### src/rtl/tmr16_pkg.sv
package tmr16_pkg;
    // instruction-cycle phase, one step per system clock
    typedef enum logic [1:0] {
        PH_Q1 = 2'd0,
        PH_Q2 = 2'd1,
        PH_Q3 = 2'd2,
        PH_Q4 = 2'd3
    } phase_e;

    // synchronized-increment gate
    typedef enum logic {
        GT_IDLE = 1'b0,
        GT_PEND = 1'b1
    } gate_e;
endpackage

### src/rtl/tmr16_phase_gen.sv
module tmr16_phase_gen
    import tmr16_pkg::*;
(
    input  logic clk,
    input  logic rst_n,
    input  logic sleep,
    output logic icyc_tick
);
    phase_e ph_q, ph_d;

    always_ff @(posedge clk or negedge rst_n) begin
        if (!rst_n) ph_q <= PH_Q1;
        else        ph_q <= ph_d;
    end

    always_comb begin
        ph_d = ph_q;
        unique case (ph_q)
            PH_Q1: ph_d = PH_Q2;
            PH_Q2: ph_d = PH_Q3;
            PH_Q3: ph_d = PH_Q4;
            PH_Q4: ph_d = PH_Q1;
        endcase
    end

    always_comb begin
        icyc_tick = (ph_q == PH_Q4) && !sleep;
    end
endmodule

### src/rtl/tmr16_ext_front.sv
module tmr16_ext_front #(
    parameter int SYNC_STAGES = 2
) (
    input  logic clk,
    input  logic rst_n,
    input  logic ext_clk_in,
    input  logic lfosc_out,
    input  logic lfosc_en,
    output logic ext_rise
);
    logic               src;
    logic [SYNC_STAGES:0] sync_q;

    always_comb src = lfosc_en ? lfosc_out : ext_clk_in;

    always_ff @(posedge clk or negedge rst_n) begin
        if (!rst_n) sync_q <= '0;
        else        sync_q <= {sync_q[SYNC_STAGES-1:0], src};
    end

    always_comb ext_rise = sync_q[SYNC_STAGES-1] && !sync_q[SYNC_STAGES];
endmodule

### src/rtl/tmr16_prescaler.sv
module tmr16_prescaler #(
    parameter int SEL_W = 2
) (
    input  logic             clk,
    input  logic             rst_n,
    input  logic             clr,
    input  logic             evt,
    input  logic [SEL_W-1:0] sel,
    output logic             pulse
);
    localparam int PCNT_W = (1 << SEL_W) - 1;

    logic [PCNT_W-1:0] pcnt_q;
    logic [PCNT_W:0]   span;
    logic [PCNT_W-1:0] mask;
    logic              at_top;

    always_comb begin
        span   = (PCNT_W+1)'(1) << sel;
        mask   = PCNT_W'(span - 1'b1);
        at_top = (pcnt_q >= mask);
        pulse  = evt && at_top;
    end

    always_ff @(posedge clk or negedge rst_n) begin
        if (!rst_n)      pcnt_q <= '0;
        else if (clr)    pcnt_q <= '0;
        else if (evt)    pcnt_q <= at_top ? '0 : pcnt_q + 1'b1;
    end
endmodule

### src/rtl/tmr16_sync_gate.sv
module tmr16_sync_gate
    import tmr16_pkg::*;
(
    input  logic clk,
    input  logic rst_n,
    input  logic clr,
    input  logic run_en,
    input  logic src_ext,
    input  logic ext_async,
    input  logic presc_pulse,
    input  logic icyc_tick,
    output logic inc_en
);
    gate_e st_q, st_d;
    logic  sync_mode;

    always_comb sync_mode = src_ext && !ext_async;

    always_ff @(posedge clk or negedge rst_n) begin
        if (!rst_n) st_q <= GT_IDLE;
        else        st_q <= st_d;
    end

    always_comb begin
        st_d = st_q;
        if (clr || !sync_mode) begin
            st_d = GT_IDLE;
        end else begin
            unique case (st_q)
                GT_IDLE: if (presc_pulse && !icyc_tick) st_d = GT_PEND;
                GT_PEND: if (icyc_tick && run_en && !presc_pulse) st_d = GT_IDLE;
            endcase
        end
    end

    always_comb begin
        inc_en = 1'b0;
        if (run_en) begin
            if (!sync_mode) begin
                inc_en = presc_pulse;
            end else begin
                unique case (st_q)
                    GT_IDLE: inc_en = presc_pulse && icyc_tick;
                    GT_PEND: inc_en = icyc_tick;
                endcase
            end
        end
    end
endmodule

### src/rtl/tmr16_unit.sv
module tmr16_unit #(
    parameter int BUS_W       = 8,
    parameter int SEL_W       = 2,
    parameter int SYNC_STAGES = 2
) (
    input  logic             clk,
    input  logic             rst_n,
    input  logic             ext_clk_in,
    input  logic             lfosc_out,
    input  logic             lfosc_en,
    input  logic             src_ext,
    input  logic             ext_async,
    input  logic [SEL_W-1:0] presc_sel,
    input  logic             run_en,
    input  logic             rw16_mode,
    input  logic             trig_sel,
    input  logic             trig_pulse,
    input  logic             sleep,
    input  logic             wr_lo,
    input  logic             wr_hi,
    input  logic             rd_lo,
    input  logic             rd_hi,
    input  logic [BUS_W-1:0] wdata,
    output logic [BUS_W-1:0] rdata,
    input  logic             ovf_clr,
    output logic             ovf_flag
);
    localparam int CNT_W = 2 * BUS_W;
    localparam logic [CNT_W-1:0] CNT_MAX = '1;

    logic             icyc_tick;
    logic             ext_rise;
    logic             evt;
    logic             presc_pulse;
    logic             inc_en;
    logic             any_wr;
    logic             trig_clr;
    logic             rollover;
    logic [CNT_W-1:0] cnt_q, cnt_d;
    logic [BUS_W-1:0] hi_buf_q;
    logic             ovf_q;

    tmr16_phase_gen u_phase (
        .clk       (clk),
        .rst_n     (rst_n),
        .sleep     (sleep),
        .icyc_tick (icyc_tick)
    );

    tmr16_ext_front #(.SYNC_STAGES(SYNC_STAGES)) u_front (
        .clk        (clk),
        .rst_n      (rst_n),
        .ext_clk_in (ext_clk_in),
        .lfosc_out  (lfosc_out),
        .lfosc_en   (lfosc_en),
        .ext_rise   (ext_rise)
    );

    always_comb begin
        any_wr   = wr_lo || wr_hi;
        trig_clr = trig_sel && trig_pulse;
        evt      = run_en && (src_ext ? ext_rise : icyc_tick);
    end

    tmr16_prescaler #(.SEL_W(SEL_W)) u_presc (
        .clk   (clk),
        .rst_n (rst_n),
        .clr   (any_wr),
        .evt   (evt),
        .sel   (presc_sel),
        .pulse (presc_pulse)
    );

    tmr16_sync_gate u_gate (
        .clk         (clk),
        .rst_n       (rst_n),
        .clr         (any_wr),
        .run_en      (run_en),
        .src_ext     (src_ext),
        .ext_async   (ext_async),
        .presc_pulse (presc_pulse),
        .icyc_tick   (icyc_tick),
        .inc_en      (inc_en)
    );

    // next count: write > trigger clear > increment
    always_comb begin
        cnt_d    = cnt_q;
        rollover = 1'b0;
        if (any_wr) begin
            if (rw16_mode) begin
                if (wr_lo) cnt_d = {hi_buf_q, wdata};
            end else begin
                if (wr_lo) cnt_d[BUS_W-1:0]     = wdata;
                if (wr_hi) cnt_d[CNT_W-1:BUS_W] = wdata;
            end
        end else if (trig_clr) begin
            cnt_d = '0;
        end else if (inc_en) begin
            cnt_d    = cnt_q + 1'b1;
            rollover = (cnt_q == CNT_MAX);
        end
    end

    always_ff @(posedge clk or negedge rst_n) begin
        if (!rst_n) cnt_q <= '0;
        else        cnt_q <= cnt_d;
    end

    always_ff @(posedge clk or negedge rst_n) begin
        if (!rst_n)                  hi_buf_q <= '0;
        else if (rw16_mode && wr_hi) hi_buf_q <= wdata;
        else if (rw16_mode && rd_lo) hi_buf_q <= cnt_q[CNT_W-1:BUS_W];
    end

    always_ff @(posedge clk or negedge rst_n) begin
        if (!rst_n)        ovf_q <= 1'b0;
        else if (rollover) ovf_q <= 1'b1;
        else if (ovf_clr)  ovf_q <= 1'b0;
    end

    always_comb begin
        ovf_flag = ovf_q;
        if (rd_hi)      rdata = rw16_mode ? hi_buf_q : cnt_q[CNT_W-1:BUS_W];
        else if (rd_lo) rdata = cnt_q[BUS_W-1:0];
        else            rdata = '0;
    end
endmodule

### config.mk
export PLATFORM = sky130hd
export DESIGN_NAME = tmr16_unit
export DESIGN_NICKNAME = d
export VERILOG_FILES = /design/src/rtl/tmr16_pkg.sv /design/src/rtl/tmr16_phase_gen.sv /design/src/rtl/tmr16_ext_front.sv /design/src/rtl/tmr16_prescaler.sv /design/src/rtl/tmr16_sync_gate.sv /design/src/rtl/tmr16_unit.sv
export SDC_FILE = /design/constraint.sdc
export NUM_CORES = 1
export LEC_CHECK = 0
export ABC_AREA = 1
export BUFFER_PORTS_ARGS = -buffer_cell sky130_fd_sc_hd__buf_2
export CORE_ASPECT_RATIO = 1.4
export CORE_MARGIN = 1
export CORE_UTILIZATION = 52
export CTS_CLUSTER_SIZE = 30
export DETAILED_ROUTE_END_ITERATION = 10
export HOLD_SLACK_MARGIN = 0.08
export PLACE_DENSITY = 0.77
export SETUP_SLACK_MARGIN = 0.1
export SYNTH_ARGS = -nofsm -noshare
export SYNTH_HDL_FRONTEND = slang
export SYNTH_SLANG_ARGS = --single-unit
export TNS_END_PERCENT = 20
### constraint.sdc
create_clock -name clk -period 1.4 [get_ports clk]
set_input_delay 0.14 -clock clk [delete_from_list [all_inputs] [get_ports clk]]
set_output_delay 0.14 -clock clk [all_outputs]
set_load 0.01 [all_outputs]
==> summary.txt, run 1 <==
PD cells: 1021 nW/um^2
Area Growth Syn to Fin: 29.32%
Hold Fails Final Rpt: 0
Skew final: 8.597 ps
Fill count: 385
R2R depth: 10
Syn Nets: 392
Total leakage power: 1.550 nW
Cell family with most CP delay: simple AND/OR/NAND/NOR gates
Commonest non-fill, non-tap cell in the layout: nand2_1
GPL Wtd Cong: 0.9567
Initial antenna violation count: 0
Top Ports: 36
Final Net Count: 455
Die W: 59.91 um
Number of buffers created by CTS: 5
Worst Path Arrival: 1800 ps
Multiplexer share of the synthesized area: 0.004613
Final worst setup slack: -171.5 ps
Reg2Reg Setup Slack: -170 ps
Compound-gate portion of the synthesized area: 0.1471
Max VDD drop: 0.0006460 V
Starting Density: 0.5382
Synth warn: 0
CP endpoint: cnt_q[4]
Ant diodes: 0
CTS tree: yes
Largest net degree at the start of global routing: 19
Max clock buf depth: 2
Non-filler cells, final: 483
Clock root cell: clkbuf_8
H-Tree Depth: 2
Crit path capture type: flop
Iteration-0 DRC Markers: 132
Synth area leaders: dfrtp_1 35%, nand2_1 17%, nand3_1 7.4%, inv_1 5.2%, o21ai_0 4.5%
Max Fclk: 0.6363 GHz
Clk_lat worst skew: 290 ps
Post-Synth Simple-Gate Area: 0.3649
CTS sink cnt: 34
GRT Util Overall: 0.2881
WS Path Type: flop to flop
Die span in y: 83.07 um
Post-Route WL: 6491 um
CP bufs+invs: 1
XOR/XNOR Fraction of Synth Area: 0.003588
DP Cell Count: 471
Synth cell types: 31
Max Slew Vio Count: 0
Post-layout util: 0.6960
Layout cells sized above 1: 0.2922
Post-Place Worst Slack: -361.1 ps
Failing checks: negative setup slack
CP Max Fanout: 9
Post-layout min period: 1572 ps
Outcome: finished, violations left
Largest family of logic cells by synthesized area: simple AND/OR/NAND/NOR gates
Reg2reg start: u_presc.pcnt_q[2]
Drt pass-1 iters: 5
Endpoints failing setup: 18
Slowest stage delay, CP: 420 ps
DR vias: 2557
Adder-Cell Fraction of Synth Area: 0.04100
Global route overflow: 0
CP dominant cell by count: nand2_2
Yosys top cell by area: dfrtp_1
Mapped Cells: 357
Vias per inst: 5.294
Critical path depth in cells: 10
Maximum Capacitance Violations: 0
Fin crit share: 1.123
CP startpoint kind: flop
Class of the worst hold path: primary input to flop
Post-detail-place hpwl: 5036 um
Cell area after synthesis: 2441 sq um
Antenna viol nets, final: 0
Post-synthesis sequential area ratio: 0.3485
WP data required: 1630 ps
IO buf count: 35
Reg clk slew, reported paths: 70 ps
R2R Path End: cnt_q[4]
Post-synth top area share: 0.3485
Worst Setup SP: u_presc.pcnt_q[2]
Routed len/inst: 13.44 um
Post-route DRC: 0
Seq cells post-synth: 34
Vias in the first global route: 2507
Worst slew margin: 0.7078
Crit path cell chain: ha_4, nand2_2, o21ai_2, nand2_2, nand2_2, nand2_4, nand2_8, buf_12, nand3_1, nand2_1
Max stage delay cell, worst path: dfrtp_1
Tightest Pin Transition: 438.3 ps
Syn avg cell area: 6.838 sq um
FP Rows: 29
RSZ-0062 raised after global routing: yes
Commonest cells after routing, fill and taps aside: 104 x nand2_1, 35 x buf_2, 34 x nand3_1
First-pass GRT wire length: 10990 um
Die ar.: 4976 sq um
CORE AREA: 4536 sq um
-- cell families after synthesis --
kind of cell    Yosys count
buf+inv                  51
mux                       1
xor+xnor                  1
fa+ha+maj                 8
compound gates           66
flops                    34
simple gates            196
-- how the worst min path moves through the flow --
stage / startpoint / end / slack (ps) / depth (start not counted)
global placement: rst_n / u_presc.pcnt_q[2] / 100 / 1
floorplan: rst_n / cnt_q[0] / -160 / 0
finish: ext_clk_in / u_front.sync_q[0] / 90 / 2
detailed placement: rst_n / u_presc.pcnt_q[1] / 100 / 1
global route: ext_clk_in / u_front.sync_q[0] / 90 / 2
CTS: ext_clk_in / u_front.sync_q[0] / 80 / 2
-- Yosys cell counts, drive strengths merged --
cell type	count
or2	3
a211oi	1
buf	9
ha	8
nor4	1
o22ai	6
mux2	1
nand2	121
inv	38
o21ai	29
nand4	3
nor2	31
a31oi	13
clkinv	2
o21a	1
clkbuf	2
xnor2	1
dfrtp	34
nand3	37
a21oi	16
-- power by group --
part           internal (W)  leakage, nW  switching (W)  total, W
clock              0.000713       0.0683       0.000393   0.00111
combinational      0.000375         1.07       0.000492  0.000867
sequential          0.00111        0.416       0.000139   0.00125
-- worst reg2reg max path: stages (launching register included) --
cell and delay (ps):
dfrtp_1 420, ha_4 290, nand2_2 50, o21ai_2 140, nand2_2 80, nand2_2 70, nand2_4 70, nand2_8 110
buf_12 130, nand3_1 70, nand2_1 70
-- per-stage QoR --
stage | power, W | instance area [sq um] | hold WS [ps] | TNS (ps)
5_1_grt | 0.003383 | 3157 | 92.97 | -4491
2_1_floorplan | 0.001717 | 2446 | -155.6 | -1350
3_3_place_gp | 0.002036 | 2879 | 104.7 | -4479
4_1_cts | 0.003196 | 3115 | 84.71 | -2686
3_5_place_dp | 0.002056 | 2879 | 102.0 | -6017
6_report | 0.003222 | 3157 | 89.50 | -2683
-- flip-flops by register name, summed over array words and instances, names as in the netlist --
register        count
cnt_q              16
hi_buf_q            8
u_front.sync_q      3
u_presc.pcnt_q      3
u_phase.ph_q        2
ovf_flag            1
u_gate.st_q         1
-- final cells by class --
type,instances,area [sq um],area share
Clock buffer,5,68.82,0.02180
Clock inverter,3,68.82,0.02180
Inverter,40,152.6,0.04835
Multi-Input combinational cell,272,1453,0.4602
Sequential cell,34,855.8,0.2711
Tap cell,62,77.57,0.02457
Timing Repair Buffer,67,480.5,0.1522
-- routing by layer --
metal / wire length [um] / GRT usage
met2: 3352 / 0.4949
met5: 0 / 0
met3: 352 / 0.04673
met4: 141 / 0.1099
met1: 2645 / 0.3471
-- repair_timing --
action	in CTS	in global routing
hold buffers	2	0
pin swaps	10	7
endpoints found under the hold margin	17	0
setup buffers	1	1
resized for setup	15	12
endpoints found under the setup margin	27	29
(Power assumes the default switching activity.)
==> run 2, diff against run 1 <==
Settings changed: CORE_ASPECT_RATIO 1.4 to unset, CORE_UTILIZATION 52 to 30, PLACE_DENSITY 0.77 to unset.
==> summary.txt, run 2 (same netlist as run 1, synthesis figures left out) <==
Total Power: 0.002949 W (-8.5%)
FP Rows: 32 (+10%)
Routed len/inst: 13.42 um (-0.12%)
Total leakage power: 1.595 nW (+2.9%)
Crit path capture type: flop
Worst hold start: lfosc_en
Biggest register: cnt_q
Top Registers: cnt_q: 16 flops, hi_buf_q: 8 flops
Design area: 3296 sq um (+4.4%)
Worst slew margin: 0.7544 (+0.04660)
Initial antenna violation count: 0 (unchanged)
GPL Wtd Cong: 0.9192 (-3.9%)
Post-route DRC: 0 (unchanged)
Skew final: 14.37 ps (+5.772 ps)
Max Fclk: 0.6256 GHz (-1.7%)
GRT Util Overall: 0.1844 (-0.1036)
CORE AREA: 7807 sq um (+72%)
First-pass GRT wire length: 12190 um (+11%)
Endpoints failing setup: 18 (unchanged)
Commonest non-fill, non-tap cell in the layout: nand2_1
Vias per inst: 4.794 (-9.5%)
Drt pass-1 iters: 5 (unchanged)
Die ar.: 8502 sq um (+71%)
CP startpoint kind: flop
Outcome: finished, violations left
Largest register FFs: 16 (unchanged)
IO buf count: 35 (unchanged)
DR vias: 2555 (-0.078%)
Area Growth Syn to Fin: 35.01%
Global route overflow: 0 (unchanged)
Antenna viol nets, final: 0 (unchanged)
CP Max Fanout: 8 (-1)
Max VDD drop: 0.0004342 V (-33%)
Post-layout util: 0.4221 (-0.2739)
Setup TNS: -2976 ps (-292.6 ps)
Layout cells sized above 1: 0.3109 (+0.01874)
Reg clk slew, reported paths: 70 ps (about the same)
Starting Density: 0.3127 (-0.2255)
Commonest cells after routing, fill and taps aside: 105 x nand2_1, 35 x buf_2, 33 x inv_1, 33 x nand3_1, 32 x dfrtp_1
Final worst setup slack: -198.4 ps (-26.86 ps)
Die span in y: 92.21 um (+11%)
Class of the worst hold path: primary input to flop
Failing checks: negative setup slack
CTS sink cnt: 34 (unchanged)
Tightest Pin Transition: 367.5 ps (-70.79 ps)
H-Tree Depth: 2 (unchanged)
Largest net degree at the start of global routing: 23 (+4)
Iteration-0 DRC Markers: 140 (+6.1%)
PD cells: 894.9 nW/um^2 (-12%)
Ant diodes: 0 (unchanged)
Max Slew Vio Count: 0 (unchanged)
Number of buffers created by CTS: 5 (unchanged)
Vias in the first global route: 2529 (+0.88%)
Clock root cell: clkbuf_8
CTS tree: yes
Worst Path Arrival: 1820 ps (+20 ps)
Fin crit share: 1.142 (+0.01919)
RSZ-0062 raised after global routing: yes
Area after DPL: 2947 sq um (+2.3%)
Worst Setup SP: u_presc.pcnt_q[2]
Maximum Capacitance Violations: 0 (unchanged)
WS Path Type: flop to flop
Post-layout min period: 1598 ps (+26.86 ps)
Post-Route WL: 7154 um (+10%)
Clk_lat worst skew: 290 ps (about the same)
Top Ports: 36 (unchanged)
Max clock buf depth: 2 (unchanged)
Die W: 92.21 um (+54%)
Final Net Count: 467 (+2.6%)
Reg2reg start: u_presc.pcnt_q[2]
Hold Fails Final Rpt: 0 (unchanged)
WP data required: 1620 ps (about the same)
Post-detail-place hpwl: 5546 um (+10%)
[run 2: cell count changes in the layout (fill, tap and decap cells not counted), moves of 2 or more]
cell / previous run / this run
a21oi_1: 14 / 12
buf_6: 6 / 17
dfrtp_2: 4 / 2
a21oi_2: 2 / 4
dfrtp_1: 30 / 32
dlygate4sd3_1: 2 / 4
bufinv_16: 2 / 0
[run 2: worst paths after layout]
| path | to | cells past startpoint | slack, ps |
|---|---|---|---|
| min reg2reg | u_front.sync_q[1] | 0 | 370 |
| max reg2reg | cnt_q[14] | 10 | -200 |
| max | cnt_q[14] | 10 | -200 |
| min in group asynchronous | hi_buf_q[1] | 2 | 270 |
| min | u_front.sync_q[0] | 2 | 100 |
| max in group asynchronous | cnt_q[5] | 3 | 670 |
[run 2: timing repair]
action / CTS / global route
resized for setup: 28 / 14
hold endpoints to repair: 36 / 0
buffers inserted: 7 / 1
setup endpoints to repair: 29 / 29
hold buffers: 4 / 0
pin swaps: 10 / 5
[run 2: per-layer routing]
layer / GRT usage / wire, um
met4: 0.05208 / 70
met2: 0.3097 / 3403
met3: 0.02819 / 319
met1: 0.2444 / 3360
met5: 0 / 0
[run 2: critical path: stages, from the launching register on]
cell	delay (ps)
dfrtp_1	430
ha_4	300
nand2_2	50
o21ai_2	140
nand2_2	70
nand2_2	80
nand2_4	70
nand2_8	110
buf_12	130
nand3_1	70
nand2_1	70
[run 2: through the flow]
step           std cells  hold WS (ps)  setup slack (ps)
2_1_floorplan        357        -155.6            -97.78
3_5_place_dp         515         57.19            -336.5
4_1_cts              532         91.17            -193.8
6_report             533         96.85            -198.4
3_3_place_gp         515         53.36            -297.7
5_1_grt              533         88.57            -309.0
[run 2: cell type report]
cell class	count	area (sq um)
well taps	102	127.6
flip-flops and latches	34	853.3
fillers	790	4512
repair buffers	79	604.3
multi-input cells	272	1475
inverters	40	152.6
clock buffers	6	82.58
[run 2: power breakdown]
group          switching (W)  internal (W)
Combinational       0.000525      0.000447
Clock               0.000350      0.000380
Sequential          0.000138       0.00111
Total                0.00101       0.00194
==> run 3, diff against run 2 <==
Settings changed: ABC_AREA 1 to unset.
==> summary.txt, run 3 <==
Top Registers: cnt_q: 16 flops, hi_buf_q: 8 flops
Reg clk slew, reported paths: 70 ps (about the same)
Seq pwr share: 0.386 (-0.037)
WP data required: 1590 ps (-30 ps)
GPL Wtd Cong: 0.8915 (-3.0%)
Hold path endpoint: u_front.sync_q[0]
DR vias: 2473 (-3.2%)
Internal power: 0.002175 W (+12%)
Largest net degree at the start of global routing: 35 (+52%)
Seq cells post-synth: 34 (unchanged)
Routed len/inst: 15.92 um (+19%)
Die ar.: 8225 sq um (-3.3%)
Yosys top cell by area: dfrtp_1
Iteration-0 DRC Markers: 165 (+18%)
Biggest register: cnt_q
Initial antenna violation count: 0 (unchanged)
Post-layout min period: 1756 ps (+158.0 ps)
Crit path cell chain: ha_4, nand2_1, o21a_1, o211ai_4, buf_12, nand3_1, a22o_1
Post-Place Worst Slack: -469.3 ps (-132.7 ps)
IO buf count: 35 (unchanged)
Slowest stage delay, CP: 410 ps (-20 ps)
Max stage delay cell, worst path: dfrtp_1
Clk_lat worst skew: 300 ps (about the same)
Failing checks: negative setup slack
Post-route DRC: 0 (unchanged)
Reg2reg start: u_presc.pcnt_q[2]
Syn avg cell area: 8.458 sq um (+24%)
CTS tree: yes
Post-synthesis sequential area ratio: 0.3606 (+0.01201)
Max Fclk: 0.5694 GHz (-9.0%)
CP bufs+invs: 1 (unchanged)
Synth area leaders: dfrtp_1 36%, nand2_1 5.6%, o21ai_0 5.5%, a21oi_1 5.1%, ha_1 4.2%
Global route overflow: 0 (unchanged)
Fin crit share: 1.255 (+0.1129)
Max clock buf depth: 2 (unchanged)
Max VDD drop: 0.0003788 V (-13%)
Post-synth top flop: dfrtp_1
Post-synth top area share: 0.3606 (+0.01201)
Post-detail-place hpwl: 5611 um (+1.2%)
Drt pass-1 iters: 4 (-1)
Mapped Cells: 279 (-22%)
RSZ-0062 raised after global routing: yes
Ys async rst share: 1.000 (unchanged)
Vias per inst: 5.251 (+9.5%)
Switching pwr: 0.001127 W (+11%)
Starting Density: 0.3185 (+0.005867)
Final worst setup slack: -356.4 ps (-158.0 ps)
Synth warn: 0 (unchanged)
Class of the worst hold path: primary input to flop
GRT Util Overall: 0.1917 (+0.007264)
Maximum Capacitance Violations: 0 (unchanged)
Antenna viol nets, final: 0 (unchanged)
Hold Path Depth: 2 (unchanged)
H-Tree Depth: 2 (unchanged)
CTS sink cnt: 34 (unchanged)
Top Ports: 36 (unchanged)
Final Net Count: 406 (-13%)
Syn Nets: 314 (-20%)
WS Path Type: flop to flop
Post-layout util: 0.4489 (+0.02680)
Clock power frac: 0.235 (-0.013)
Worst slew margin: 0.6844 (-0.07000)
Synth cell types: 47 (+52%)
PD cells: 992.6 nW/um^2 (+11%)
Number of buffers created by CTS: 5 (unchanged)
Reg2Reg Setup Slack: -360 ps (-160 ps)
Skew final: 5.115 ps (-9.254 ps)
Commonest cells after routing, fill and taps aside: 50 x buf_4, 35 x buf_2, 34 x nand2_1
First-pass GRT wire length: 12430 um (+2.0%)
Post-Route WL: 7499 um (+4.8%)
R2R Path End: cnt_q[15]
Tightest Pin Transition: 473.4 ps (+105.9 ps)
Die span in y: 90.69 um (-1.6%)
Synth top cells by count: 35 x nand2_1, 34 x dfrtp_1, 26 x o21ai_0
Vias in the first global route: 2543 (+0.55%)
CP startpoint kind: flop
CP Max Fanout: 20 (+12)
CORE AREA: 7408 sq um (-5.1%)
FP Rows: 31 (-3.1%)
Largest register FFs: 16 (unchanged)
Worst hold start: lfosc_en
Clock root cell: clkbuf_8
Crit path capture type: flop
Cell family with most CP delay: compound AO/OA/AOI/OAI gates
Hold Fails Final Rpt: 0 (unchanged)
Max Slew Vio Count: 0 (unchanged)
EDFF count, synth: 0 (unchanged)
Cell area after synthesis: 2360 sq um (-3.3%)
Total leakage power: 1.503 nW (-5.8%)
Commonest non-fill, non-tap cell in the layout: buf_4
Switching fraction of total power: 0.3413 (-0.002489)
Setup TNS: -6233 ps (-3258 ps)
Die W: 90.69 um (-1.6%)
Endpoints failing setup: 28 (+10)
Combinational Power Share: 0.379 (+0.049)
Layout cells sized above 1: 0.3683 (+0.05737)
Ant diodes: 0 (unchanged)
Most common cell in the netlist: nand2_1
Worst Path Arrival: 1940 ps (+120 ps)
Outcome: finished, violations left
R2R depth: 7 (-3)
Area Growth Syn to Fin: 40.93%
run 3: logic make-up after synthesis:
kind of cell / share of synthesized area
AO/OA/AOI/OAI: 0.2884
buffers and inverters: 0.04931
adder cells (fa/ha/maj): 0.04242
AND/OR/NAND/NOR: 0.2185
flip-flops: 0.3606
multiplexers: 0.04083
run 3: how the worst max path moves through the flow:
stage | cells after the start | end | slack (ps) | from
final | 7 | cnt_q[15] | -360 | u_presc.pcnt_q[2]
after global routing | 7 | cnt_q[15] | -440 | u_phase.ph_q[0]
after CTS | 7 | cnt_q[15] | -360 | u_phase.ph_q[0]
after detailed placement | 9 | cnt_q[12] | -470 | presc_sel[1]
after global placement | 9 | cnt_q[12] | -440 | presc_sel[1]
after floorplan | 7 | cnt_q[6] | -260 | u_presc.pcnt_q[2]
run 3: area by class of cell:
type / count / area (sq um)
Tap cell: 99 / 123.9
Clock buffer: 7 / 86.33
Timing Repair Buffer: 98 / 710.7
Clock inverter: 1 / 5.005
Fill cell: 721 / 4083
Sequential cell: 34 / 853.3
Inverter: 11 / 41.29
Multi-Input combinational cell: 221 / 1505
run 3: per-stage QoR:
step | total power [W] | cell area, sq um | std cells | hold slack, ps
global placement | 0.002411 | 3069 | 457 | 206.7
detailed placement | 0.002424 | 3069 | 457 | 213.1
global route | 0.003498 | 3326 | 471 | 103.7
CTS | 0.003280 | 3271 | 469 | 83.94
finish | 0.003301 | 3326 | 471 | 92.17
floorplan | 0.001833 | 2392 | 279 | -155.6
run 3: routing by layer:
metal  GRT usage  vias to the layer above  wire length (um)  part of all wire
met3     0.04293                       20               330             0.044
met1      0.2171                     1183              3170              0.42
li1            -                     1215                 -                 -
met2      0.3333                       55              3707              0.49
met5           0                        -                 0                 0
met4      0.1022                        0               291             0.039
run 3: power by group through the flow:
stage | logic, W | registers [W] | clock network, W
finish | 0.00125 | 0.00127 | 0.000776
global placement | 0.00113 | 0.00128 | 0
detailed placement | 0.00114 | 0.00128 | 0
CTS | 0.00121 | 0.00127 | 0.000802
global route | 0.00137 | 0.00129 | 0.000836
floorplan | 0.000544 | 0.00129 | 0
run 3: what timing repair did:
action / 4_1_cts / 5_1_grt
resized for setup: 28 / 13
setup buffers: 1 / 2
endpoints found under the setup margin: 29 / 29
hold buffers: 3 / 0
hold endpoints to repair: 35 / 0
pin swaps: 5 / 2
